===== src/rtl/slotdec_pkg.sv =====
package slotdec_pkg;
  // strobes from control to datapath
  typedef struct packed {
    logic loadLo;  // stage low part of the base
    logic loadHi;  // commit full base
  } cfgStrobe_t;
endpackage


===== src/rtl/slotdec_path.sv =====
module slotdec_path
  import slotdec_pkg::*;
#(
  parameter int HI_W = 8,
  parameter int NIB_W = 4,
  parameter logic [HI_W-1:0] DEF_BASE = 8'hE8
) (
  input  logic             clk,
  input  logic             rst,
  input  cfgStrobe_t       stb,
  input  logic [NIB_W-1:0] dataNib,
  input  logic [HI_W-1:0]  addrHi,
  output logic             eqDefault,
  output logic             eqBase
);
  localparam int LOW_W = (HI_W > NIB_W) ? HI_W - NIB_W : 1;

  logic [HI_W-1:0] baseReg;

  generate
    if (HI_W > NIB_W) begin : g_split
      logic [LOW_W-1:0] lowStage;
      always_ff @(posedge clk) begin
        if (rst) begin
          lowStage <= '0;
          baseReg  <= DEF_BASE;
        end else begin
          if (stb.loadLo) lowStage <= LOW_W'(dataNib);
          if (stb.loadHi) baseReg  <= {dataNib, lowStage};
        end
      end
    end else begin : g_single
      always_ff @(posedge clk) begin
        if (rst) baseReg <= DEF_BASE;
        else if (stb.loadHi) baseReg <= HI_W'(dataNib);
      end
    end
  endgenerate

  assign eqDefault = (addrHi == DEF_BASE);
  assign eqBase    = (addrHi == baseReg);
endmodule


===== src/rtl/slotdec_ctrl.sv =====
module slotdec_ctrl
  import slotdec_pkg::*;
#(
  parameter int OFS_W = 4,
  parameter logic [OFS_W-1:0] OFS_HI = 4'h0,
  parameter logic [OFS_W-1:0] OFS_LO = 4'h2,
  parameter logic [OFS_W-1:0] OFS_SHUT = 4'hC
) (
  input  logic             clk,
  input  logic             rst,
  input  logic             eqDefault,
  input  logic             eqBase,
  input  logic [OFS_W-1:0] addrOfs,
  input  logic             strobe,
  input  logic             wrStb,
  input  logic             cfgInN,
  input  logic             upSelN,
  output cfgStrobe_t       stb,
  output logic             doneN,
  output logic             selN,
  output logic             chipSel,
  output logic             berrN
);
  logic configured, silenced;
  logic winHit, baseHit, match, cfgWrite, shutWr;
  logic matchQ, csQ, berrQ;

  assign winHit   = !configured && !cfgInN && eqDefault;
  assign baseHit  = configured && !silenced && eqBase;
  assign match    = winHit || baseHit;
  assign cfgWrite = strobe && wrStb && winHit;
  assign shutWr   = cfgWrite && (addrOfs == OFS_SHUT);

  always_comb begin
    stb.loadLo = cfgWrite && (addrOfs == OFS_LO);
    stb.loadHi = cfgWrite && (addrOfs == OFS_HI);
  end

  always_ff @(posedge clk) begin
    if (rst) begin
      configured <= 1'b0;
      silenced   <= 1'b0;
      matchQ     <= 1'b0;
      csQ        <= 1'b0;
      berrQ      <= 1'b0;
    end else begin
      if (stb.loadHi) configured <= 1'b1;
      if (shutWr) begin
        configured <= 1'b1;
        silenced   <= 1'b1;
      end
      matchQ <= match;
      csQ    <= match && strobe;
      berrQ  <= match && strobe && !upSelN;
    end
  end

  assign doneN   = !configured;
  assign selN    = !matchQ;
  assign chipSel = csQ;
  assign berrN   = !berrQ;
endmodule


===== src/rtl/slotdec_top.sv =====
module slotdec_top
  import slotdec_pkg::*;
#(
  parameter int HI_W = 8,
  parameter int NIB_W = 4,
  parameter int OFS_W = 4,
  parameter logic [HI_W-1:0] DEF_BASE = 8'hE8
) (
  input  logic             clk,
  input  logic             rst,
  input  logic [HI_W-1:0]  addrHi,
  input  logic [OFS_W-1:0] addrOfs,
  input  logic [NIB_W-1:0] dataNib,
  input  logic             strobe,
  input  logic             wrStb,
  input  logic             cfgInN,
  input  logic             upSelN,
  output logic             doneN,
  output logic             selN,
  output logic             chipSel,
  output logic             berrN
);
  cfgStrobe_t stb;
  logic eqDefault, eqBase;

  slotdec_path #(.HI_W(HI_W), .NIB_W(NIB_W), .DEF_BASE(DEF_BASE)) u_path (
    .clk(clk), .rst(rst), .stb(stb), .dataNib(dataNib), .addrHi(addrHi),
    .eqDefault(eqDefault), .eqBase(eqBase)
  );

  slotdec_ctrl #(.OFS_W(OFS_W)) u_ctrl (
    .clk(clk), .rst(rst), .eqDefault(eqDefault), .eqBase(eqBase),
    .addrOfs(addrOfs), .strobe(strobe), .wrStb(wrStb), .cfgInN(cfgInN),
    .upSelN(upSelN), .stb(stb), .doneN(doneN), .selN(selN),
    .chipSel(chipSel), .berrN(berrN)
  );
endmodule


===== config.mk =====
export PLATFORM = sky130hd
export DESIGN_NAME = slotdec_top
export DESIGN_NICKNAME = d
export VERILOG_FILES = /design/src/rtl/slotdec_pkg.sv /design/src/rtl/slotdec_path.sv /design/src/rtl/slotdec_ctrl.sv /design/src/rtl/slotdec_top.sv
export SDC_FILE = /design/constraint.sdc
export NUM_CORES = 1
export LEC_CHECK = 0
export BUFFER_PORTS_ARGS = -buffer_cell sky130_fd_sc_hd__buf_4
export CORE_AREA = 2 2 45 55
export DETAILED_ROUTE_END_ITERATION = 10
export DIE_AREA = 0 0 47 57
export HOLD_SLACK_MARGIN = 0.03
export PLACE_DENSITY = 0.64
export SLEW_MARGIN = 20
export SYNTH_ARGS = -nofsm -noshare
export SYNTH_HDL_FRONTEND = slang
export SYNTH_SLANG_ARGS = --single-unit

===== constraint.sdc =====
create_clock -name clk -period 2.6 [get_ports clk]
set_clock_uncertainty 0.15 [all_clocks]
set_input_delay 0.39 -clock clk [delete_from_list [all_inputs] [get_ports clk]]
set_output_delay 0.39 -clock clk [all_outputs]
set_load 0.05 [all_outputs]

After elaboration in Yosys (flattened, before gate mapping)
Index checks and enable logic that the tools add are counted.

operators by class
  muxes and demuxes = 2
  eq/ne operators = 4
  reduce and logical (&&, ||, !) cells = 20

operators by type and width
  cell                  count
  $logic_and A1 B1 Y1   11
  $eq A8 B8 Y1          1
  $eq A8 B8 Y1 const B  1
  $logic_not A1 Y1      6
  $eq A4 B2 Y1 const B  1
  $eq A4 B4 Y1 const B  1
  $logic_not A4 Y1      1
  $mux W1               2
  $reduce_bool A2 Y1    1
  $logic_or A1 B1 Y1    1

storage, ports and cells
  flip-flop bits (word level) = 17

Longest topological paths before layout
Gate-level depths: netlist of run 1.

  depth after elaboration = 7
  gate-level depth with buffers = 5
  depth with buffers taken out = 4

Modules after synthesis
A second synthesis of run 1 with hierarchy kept.

unflattened totals
  cells, all modules = 78
  area total of the unflattened synthesis = 794.5 um^2

by module, submodules not included
  module        area each (um^2)  cells an instance  instances  sequential area each (um^2)
  slotdec_path  545.5             53                 1          240.2
  slotdec_ctrl  249.0             25                 1          100.1

Least setup slack after synthesis of run 1
No wires, ideal clock.

  kind = input port to flip-flop
  start point = input port addrHi[2]
  end point = register u_path.baseReg[3]
  slack = 523 ps
  cell stages on the path = 5
  arrival time = 1855 ps
  required time = 2378 ps
  path buffers = 1
  library setup time = 72 ps
  cells stage by stage = or4b_4 -> or4_4 -> buf_6 -> nor2_8 -> mux2i_1

between the ends
  longest elaborated chain between the ends = 4

ends and longest elaborated chain
  element               RTL line            text
  from (decl)           slotdec_top.sv:11   input logic [HI_W-1:0] addrHi,
  $eq A8 B8 Y1          slotdec_path.sv:40  assign eqDefault = (addrHi == DEF_BASE);
  $logic_and A1 B1 Y1   slotdec_ctrl.sv:28  assign winHit = !configured && !cfgInN && eqDefault;
  $logic_and A1 B1 Y1   slotdec_ctrl.sv:31  assign cfgWrite = strobe && wrStb && winHit;
  $logic_and A1 B1 Y1   slotdec_ctrl.sv:36  stb.loadHi = cfgWrite && (addrOfs == OFS_HI);
  to (signal assigned)  slotdec_path.sv:29  if (stb.loadHi) baseReg <= {dataNib, lowStage};
  to (decl)             slotdec_path.sv:18  logic [HI_W-1:0] baseReg;

No other way between the ends.
A chain may end at the register's enable or synchronous reset.

Final worst setup path of run 1
  start point = register u_ctrl.configured
  end point = register u_path.baseReg[6]

between the ends
  longest elaborated chain between the ends = 5

ends and longest elaborated chain
  element                           RTL line            text
  from (decl)                       slotdec_ctrl.sv:24  logic configured, silenced;
  from (signal assigned)            slotdec_ctrl.sv:41  configured <= 1'b0;
  from (signal assigned)            slotdec_ctrl.sv:47  if (stb.loadHi) configured <= 1'b1;
  from (signal assigned)            slotdec_ctrl.sv:49  configured <= 1'b1;
  $logic_not A1 Y1                  slotdec_ctrl.sv:28
  $logic_and A1 B1 Y1 (2 in a row)  slotdec_ctrl.sv:28
  $logic_and A1 B1 Y1               slotdec_ctrl.sv:31
  $logic_and A1 B1 Y1               slotdec_ctrl.sv:36

No other way between the ends.

==> results of run 1 <==
[metal layers]
metal | wire length [µm] | up-vias | track usage | part of all wire
met4 | 14 | 0 | 0.0476 | 0.0078
met5 | 0 | - | 0 | 0
met2 | 941 | 25 | 0.264 | 0.53
li1 | - | 383 | - | -
met3 | 77 | 3 | 0.0285 | 0.043
met1 | 754 | 337 | 0.156 | 0.42
[cells in the mapped netlist]
cell type and count:
a41oi_1 1, o21ai_1 2, mux2i_1 4, buf_6 1
or4_4 1, nor2_1 11, nor4b_1 1, nor2_8 1
nand3_1 9, or2_2 1, nand2_1 2, xor2_1 8
a21oi_1 9, xnor2_1 1, nand3b_1 1, dfxtp_1 17
o21ai_0 6, or4b_4 1, nor3b_1 1, clkbuf_1 2
nor4_1 1, nor3_1 5, a31oi_1 1, inv_1 4
nand4b_1 1, nor4_4 1
[worst max-delay path, delay by kind of cell, from the launching register on]
family / cells / cell delay (ns)
mux: 1 / 0.19
simple gates: 3 / 1.33
flops: 1 / 0.33
[kinds of logic (layout without fill, tap and decap cells)]
family	count (synthesis)	in the layout
AOI/OAI and AO/OA	19	19
xor gates and xnor gates	9	9
buffers and inverters	7	33
DFF	17	17
muxes	4	4
and+or+nand+nor	37	37
[final cells by class]
type                    count  area [µm²]  share of cell area
multi-input cells          69         449               0.425
flip-flops and latches     17         340               0.322
repair buffers             25         188               0.178
well taps                  31        38.8              0.0367
clock buffers               4        26.3              0.0249
inverters                   4        15.0              0.0142
[registers in the layout, summed over array words and instances (netlist names)]
name,cells
u_ctrl.berrQ,1
u_ctrl.chipSel,1
u_ctrl.configured,1
u_ctrl.matchQ,1
u_ctrl.silenced,1
u_path.baseReg,8
u_path.g_split.lowStage,4
[placed cells by master (no fill, tap or decap), drive strengths merged]
master / Yosys / layout
o21ai: 8 / 8
clkbuf: 2 / 4
xor2: 8 / 8
xnor2: 1 / 1
nor3: 5 / 5
nor3b: 1 / 1
nand3: 9 / 9
a21oi: 9 / 9
nand2: 2 / 2
nor2: 12 / 12
nor4: 2 / 2
mux2i: 4 / 4
inv: 4 / 4
nand4b: 1 / 1
dfxtp: 17 / 17
buf: 1 / 25
nand3b: 1 / 1
nor4b: 1 / 1
a31oi: 1 / 1
or4: 1 / 1
or4b: 1 / 1
a41oi: 1 / 1
or2: 1 / 1
[metrics by stage]
step	setup WS, ns	std cells
floorplan	0.523	93
global placement	0.402	146
detailed placement	0.366	146
CTS	0.509	150
global route	0.473	150
finish	0.527	150
[worst max-delay path by stage]
stage	start	to
6_report	u_ctrl.configured	u_path.baseReg[6]
5_1_grt	u_ctrl.configured	u_path.baseReg[6]
4_1_cts	u_ctrl.configured	u_path.baseReg[6]
3_5_place_dp	addrHi[2]	u_path.baseReg[6]
3_3_place_gp	addrHi[2]	u_path.baseReg[7]
2_1_floorplan	addrHi[2]	u_path.baseReg[3]
[report_power, final]
part / internal [W] / switching (W)
registers: 0.000260 / 0.0000000101
clock network: 0.0000596 / 0.0000775
logic: 0.0000289 / 0.0000262
==> out/qor.txt, run 1 <==
distinct cell type count after synthesis -> 26
# port buffers -> 25
maxcap violations -> 0
Iter 0 DRT Violations -> 9
Final #Nets -> 142
number of buffers created by CTS -> 3
Die Span Y -> 57 µm
post-route ant nets -> 0
post-CTS setup buffer count -> 0
Leakage Power -> 0.409 nW
core area -> 2190 µm²
R2R cell count -> 4
worst path arrival time -> 2.14 ns
Yosys top cell by area -> dfxtp_1
Post-Syn Instances -> 93
Hold Crit Class -> in2reg
CP max stage cell -> or4_4
hold_sp -> upSelN
fmax -> 0.482 GHz
Yosys Warn Count -> 0
average wire per standard cell -> 11.9 µm
Final Slew Violations -> 0
initial antenna violation count -> 0
depth of the CTS H-tree -> 1
syn_nets -> 115
status -> completed
Tmin final -> 2.07 ns
hold buffer count at CTS -> 0
Vias/cell -> 4.99
Fin. Hold Viols -> 0
final instance area -> 1060 µm²
# setup viols final -> 0
number of fillers in the final layout -> 233
DRC viols -> 0
synthesis-to-finish area growth -> 28.4%
CP Capture Type -> flop
Ant. Diodes -> 0
Slew @ Worst Pin -> 0.524 ns
slowest stage delay, CP -> 0.59 ns
setup slack, reg-to-reg -> 0.53 ns
post-synthesis simple-gate area fraction -> 0.280
Starting Density -> 0.376
vias in the first global route -> 686
register bit count reported by yosys -> 17
aggregate negative setup slack -> 0 ns
drt total wl -> 1.79 mm
CTS resizes -> 0
grt total ovfl -> 0
root buffer cell -> clkbuf_4
crit-path max FO -> 9
GRT Total Usage -> 0.144
reg2reg start -> u_ctrl.configured
die area -> 2680 µm²
share of post-route cells with drive strength above 1 -> 0.277
largest family of logic cells by synthesized area -> simple AND/OR/NAND/NOR gates
adder-cell share of the synthesized area -> 0
Pwr Density -> 428 nW/µm²
Detail Placement HPWL -> 1.46 mm
Synth Area in XOR/XNOR -> 0.0957
largest net degree at the start of global routing -> 22
num ports -> 26
Worst Path Required -> 2.67 ns
top cells by area, synth -> dfxtp_1 41%, xor2_1 8.5%, a21oi_1 5.5%
TritonCTS clock tree -> yes
Final Cycle Share -> 0.797
crit path kind -> reg2reg
Clock Path Buffers -> 2
Max transition margin -> 0.648
post-synthesis compound-gate area fraction -> 0.122
total power -> 0.000452 W
post-synthesis sequential area ratio -> 0.413
Yosys top cell area share -> 0.413
Placer Congestion -> 0.726
Min-Delay Endpoint -> u_ctrl.berrQ
CTS Sinks -> 17
Synth Cell Area -> 823 µm²
clock transition at the registers of the reported paths -> 0.10 ns
Worst Hold Margin -> 0.109 ns
first-pass GRT wire length -> 2.82 mm
worst flop-to-flop path endpoint -> u_path.baseReg[6]
Row Count -> 19
via count of the routed design -> 748
RSZ-0062 raised after global routing -> no
Worst-Skew Late Latency -> 0.28 ns
worst vdd ir -> 0.242 mV
mux contribution to synthesized area -> 0.0486
Syn Area/Cell -> 8.85 µm²
Initial DRT Pass Iterations -> 6
fin util -> 0.483
Hold Path Depth -> 2
die width -> 47 µm
Area after DPL -> 1030 µm²
worst path cell trace -> or4b_4 -> or4_4 -> nor2_8 -> mux2i_1
Startpoint Class -> flop
Power figures use the tool's default switching activity.
==> run 2, diff against run 1 <==
--- a/config.mk
+++ b/config.mk
@@ -10,7 +10,7 @@
 export DETAILED_ROUTE_END_ITERATION = 10
 export DIE_AREA = 0 0 47 57
 export HOLD_SLACK_MARGIN = 0.03
-export PLACE_DENSITY = 0.64
+export PLACE_DENSITY = 0.66
 export SLEW_MARGIN = 20
 export SYNTH_ARGS = -nofsm -noshare
 export SYNTH_HDL_FRONTEND = slang
==> constraint.sdc (replaced) <==
create_clock -name clk -period 1.7 [get_ports clk]
set_clock_uncertainty 0.15 [all_clocks]
set_input_delay 0.255 -clock clk [delete_from_list [all_inputs] [get_ports clk]]
set_output_delay 0.255 -clock clk [all_outputs]
set_load 0.05 [all_outputs]
==> run 2 against run 1 <==
The flow now finishes with violations (setup timing); first-iteration DRC count rose by 11%; critical path type unchanged; utilization rose by 7.8 points; worst hold slack got worse by 0.033 ns; largest power group unchanged; sequential cell count did not move; count of clock-buffer cells in the layout did not move; non-clock buffer count rose by 15.
==> out/qor.txt, run 2 (synthesis results as in run 1) <==
grt total ovfl -> 0 (unchanged)
maxcap violations -> 0 (unchanged)
Top Registers -> u_path.baseReg: 8 flops, u_path.g_split.lowStage: 4 flops
Row Count -> 19 (unchanged)
Final Cycle Share -> 1.16 (+0.365)
CP max stage cell -> or4_4
Final #Nets -> 158 (+11%)
TritonCTS clock tree -> yes
CP Capture Type -> flop
DRC viols -> 0 (unchanged)
Startpoint Class -> flop
root buffer cell -> clkbuf_4
setup slack, reg-to-reg -> -0.28 ns (-0.80 ns)
max reg flops -> 8 (unchanged)
RSZ-0062 raised after global routing -> yes
largest net degree at the start of global routing -> 22 (unchanged)
Pwr Density -> 584 nW/µm² (+36%)
core area -> 2190 µm² (unchanged)
Die Span Y -> 57 µm (unchanged)
synthesis-to-finish area growth -> 49.1%
Leakage Power -> 0.497 nW (+21%)
Detail Placement HPWL -> 1.50 mm (+2.4%)
clock transition at the registers of the reported paths -> 0.09 ns (about the same)
internal cell power -> 0.000549 W (+58%)
Placer Congestion -> 0.758 (+4.4%)
status -> complete, but fails checks
aggregate negative setup slack -> -3.30 ns (-3.30 ns)
Hold Crit Class -> in2reg
worst vdd ir -> 0.292 mV (+21%)
via count of the routed design -> 816 (+9.1%)
Worst Hold Margin -> 0.0761 ns (-0.0326 ns)
average wire per standard cell -> 12.6 µm (+5.6%)
CTS Sinks -> 17 (unchanged)
Final Slew Violations -> 0 (unchanged)
Starting Density -> 0.376 (unchanged)
failing checks -> setup timing
Final Worst Setup Slack -> -0.276 ns (-0.803 ns)
share of post-route cells with drive strength above 1 -> 0.400 (+0.123)
largest register by flop count -> u_path.baseReg
clock share of power -> 0.293 (-0.010)
slowest stage delay, CP -> 0.57 ns (-0.02 ns)
Vias/cell -> 4.92 (-1.4%)
Worst-Skew Late Latency -> 0.29 ns (about the same)
Iter 0 DRT Violations -> 10 (+1)
Tmin final -> 1.98 ns (-0.0972 ns)
crit-path max FO -> 5 (-4)
Clock Path Buffers -> 2 (unchanged)
initial antenna violation count -> 0 (unchanged)
# port buffers -> 25 (unchanged)
Slew @ Worst Pin -> 0.570 ns (+0.0459 ns)
Net Sw Power -> 0.000167 W (+61%)
most frequent cells in the layout -> 37 x buf_4, 17 x dfxtp_1, 11 x nor2_1
commonest non-fill, non-tap cell in the layout -> buf_4
vias in the first global route -> 736 (+7.3%)
die area -> 2680 µm² (unchanged)
Comb power frac -> 0.152 (+0.030)
fmax -> 0.506 GHz (+4.9%)
number of buffers created by CTS -> 3 (unchanged)
depth of the CTS H-tree -> 1 (unchanged)
drt total wl -> 2.09 mm (+17%)
num ports -> 26 (unchanged)
worst path cell trace -> or4b_4 -> or4_4 -> nor2_8 -> mux2i_1
sw frac -> 0.233 (+0.00385)
worst path arrival time -> 2.04 ns (-0.10 ns)
Initial DRT Pass Iterations -> 5 (-1)
Ant. Diodes -> 0 (unchanged)
Max transition margin -> 0.617 (-0.0309)
crit path kind -> reg2reg
Worst Path Required -> 1.76 ns (-0.91 ns)
# setup viols final -> 16 (+16)
post-route ant nets -> 0 (unchanged)
Reg power frac -> 0.555 (-0.020)
Fin. Hold Viols -> 0 (unchanged)
die width -> 47 µm (unchanged)
first-pass GRT wire length -> 3.06 mm (+8.6%)
GRT Total Usage -> 0.164 (+0.0202)
-- run 2: area by class of cell --
class                   count  area, µm²
inverters                   4       15.0
well taps                  31       38.8
repair buffers             40        310
clock buffers               4       26.3
fillers                   192        960
flip-flops and latches     17        340
multi-input cells          70        497
-- run 2: path summary, 6_finish.rpt --
path,end,start,cells after the start
worst min register to register,u_path.g_split.lowStage[0],u_path.g_split.lowStage[0],2
worst max register to register,u_path.baseReg[7],u_ctrl.configured,4
worst min-delay path,u_ctrl.chipSel,strobe,2
worst max-delay path,u_path.baseReg[7],u_ctrl.configured,4
-- run 2: metrics by stage --
step / total power [W] / cell area, µm² / utilization / instances / setup slack [ns]
2_1_floorplan: 0.000440 / 823 / - / 93 / -0.238
3_3_place_gp: 0.000504 / 1110 / 0.509 / 157 / -0.332
3_5_place_dp: 0.000505 / 1110 / 0.509 / 157 / -0.406
4_1_cts: 0.000718 / 1190 / 0.542 / 163 / -0.285
5_1_grt: 0.000756 / 1230 / 0.561 / 166 / -0.311
6_report: 0.000717 / 1230 / 0.561 / 166 / -0.276
-- run 2: repair_timing --
action | CTS | global route
cloned | 1 | 1
hold buffers | 1 | 0
endpoints found under the hold margin | 1 | 0
buffers inserted | 0 | 2
gates resized for setup | 5 | 6
pin swaps | 3 | 10
endpoints found under the setup margin | 15 | 15
-- run 2: worst max-delay path, delay by kind of cell, from the launching register on --
family	cells	cell delay (ns)
AND/OR/NAND/NOR	3	1.22
flip-flops	1	0.32
multiplexers	1	0.21
-- run 2: power by group through the flow --
stage,logic [W],clock network (W),registers [W]
floorplan,0.0000329,0,0.000407
global placement,0.0000964,0,0.000407
detailed placement,0.0000977,0,0.000407
CTS,0.000103,0.000217,0.000398
global route,0.000116,0.000242,0.000398
finish,0.000109,0.000210,0.000398
-- run 2: routing by layer --
layer	GRT usage	up-vias	share of wire
li1	-	416	-
met1	0.163	366	0.39
met2	0.286	28	0.53
met3	0.0570	6	0.047
met4	0.0833	0	0.030
met5	0	-	0
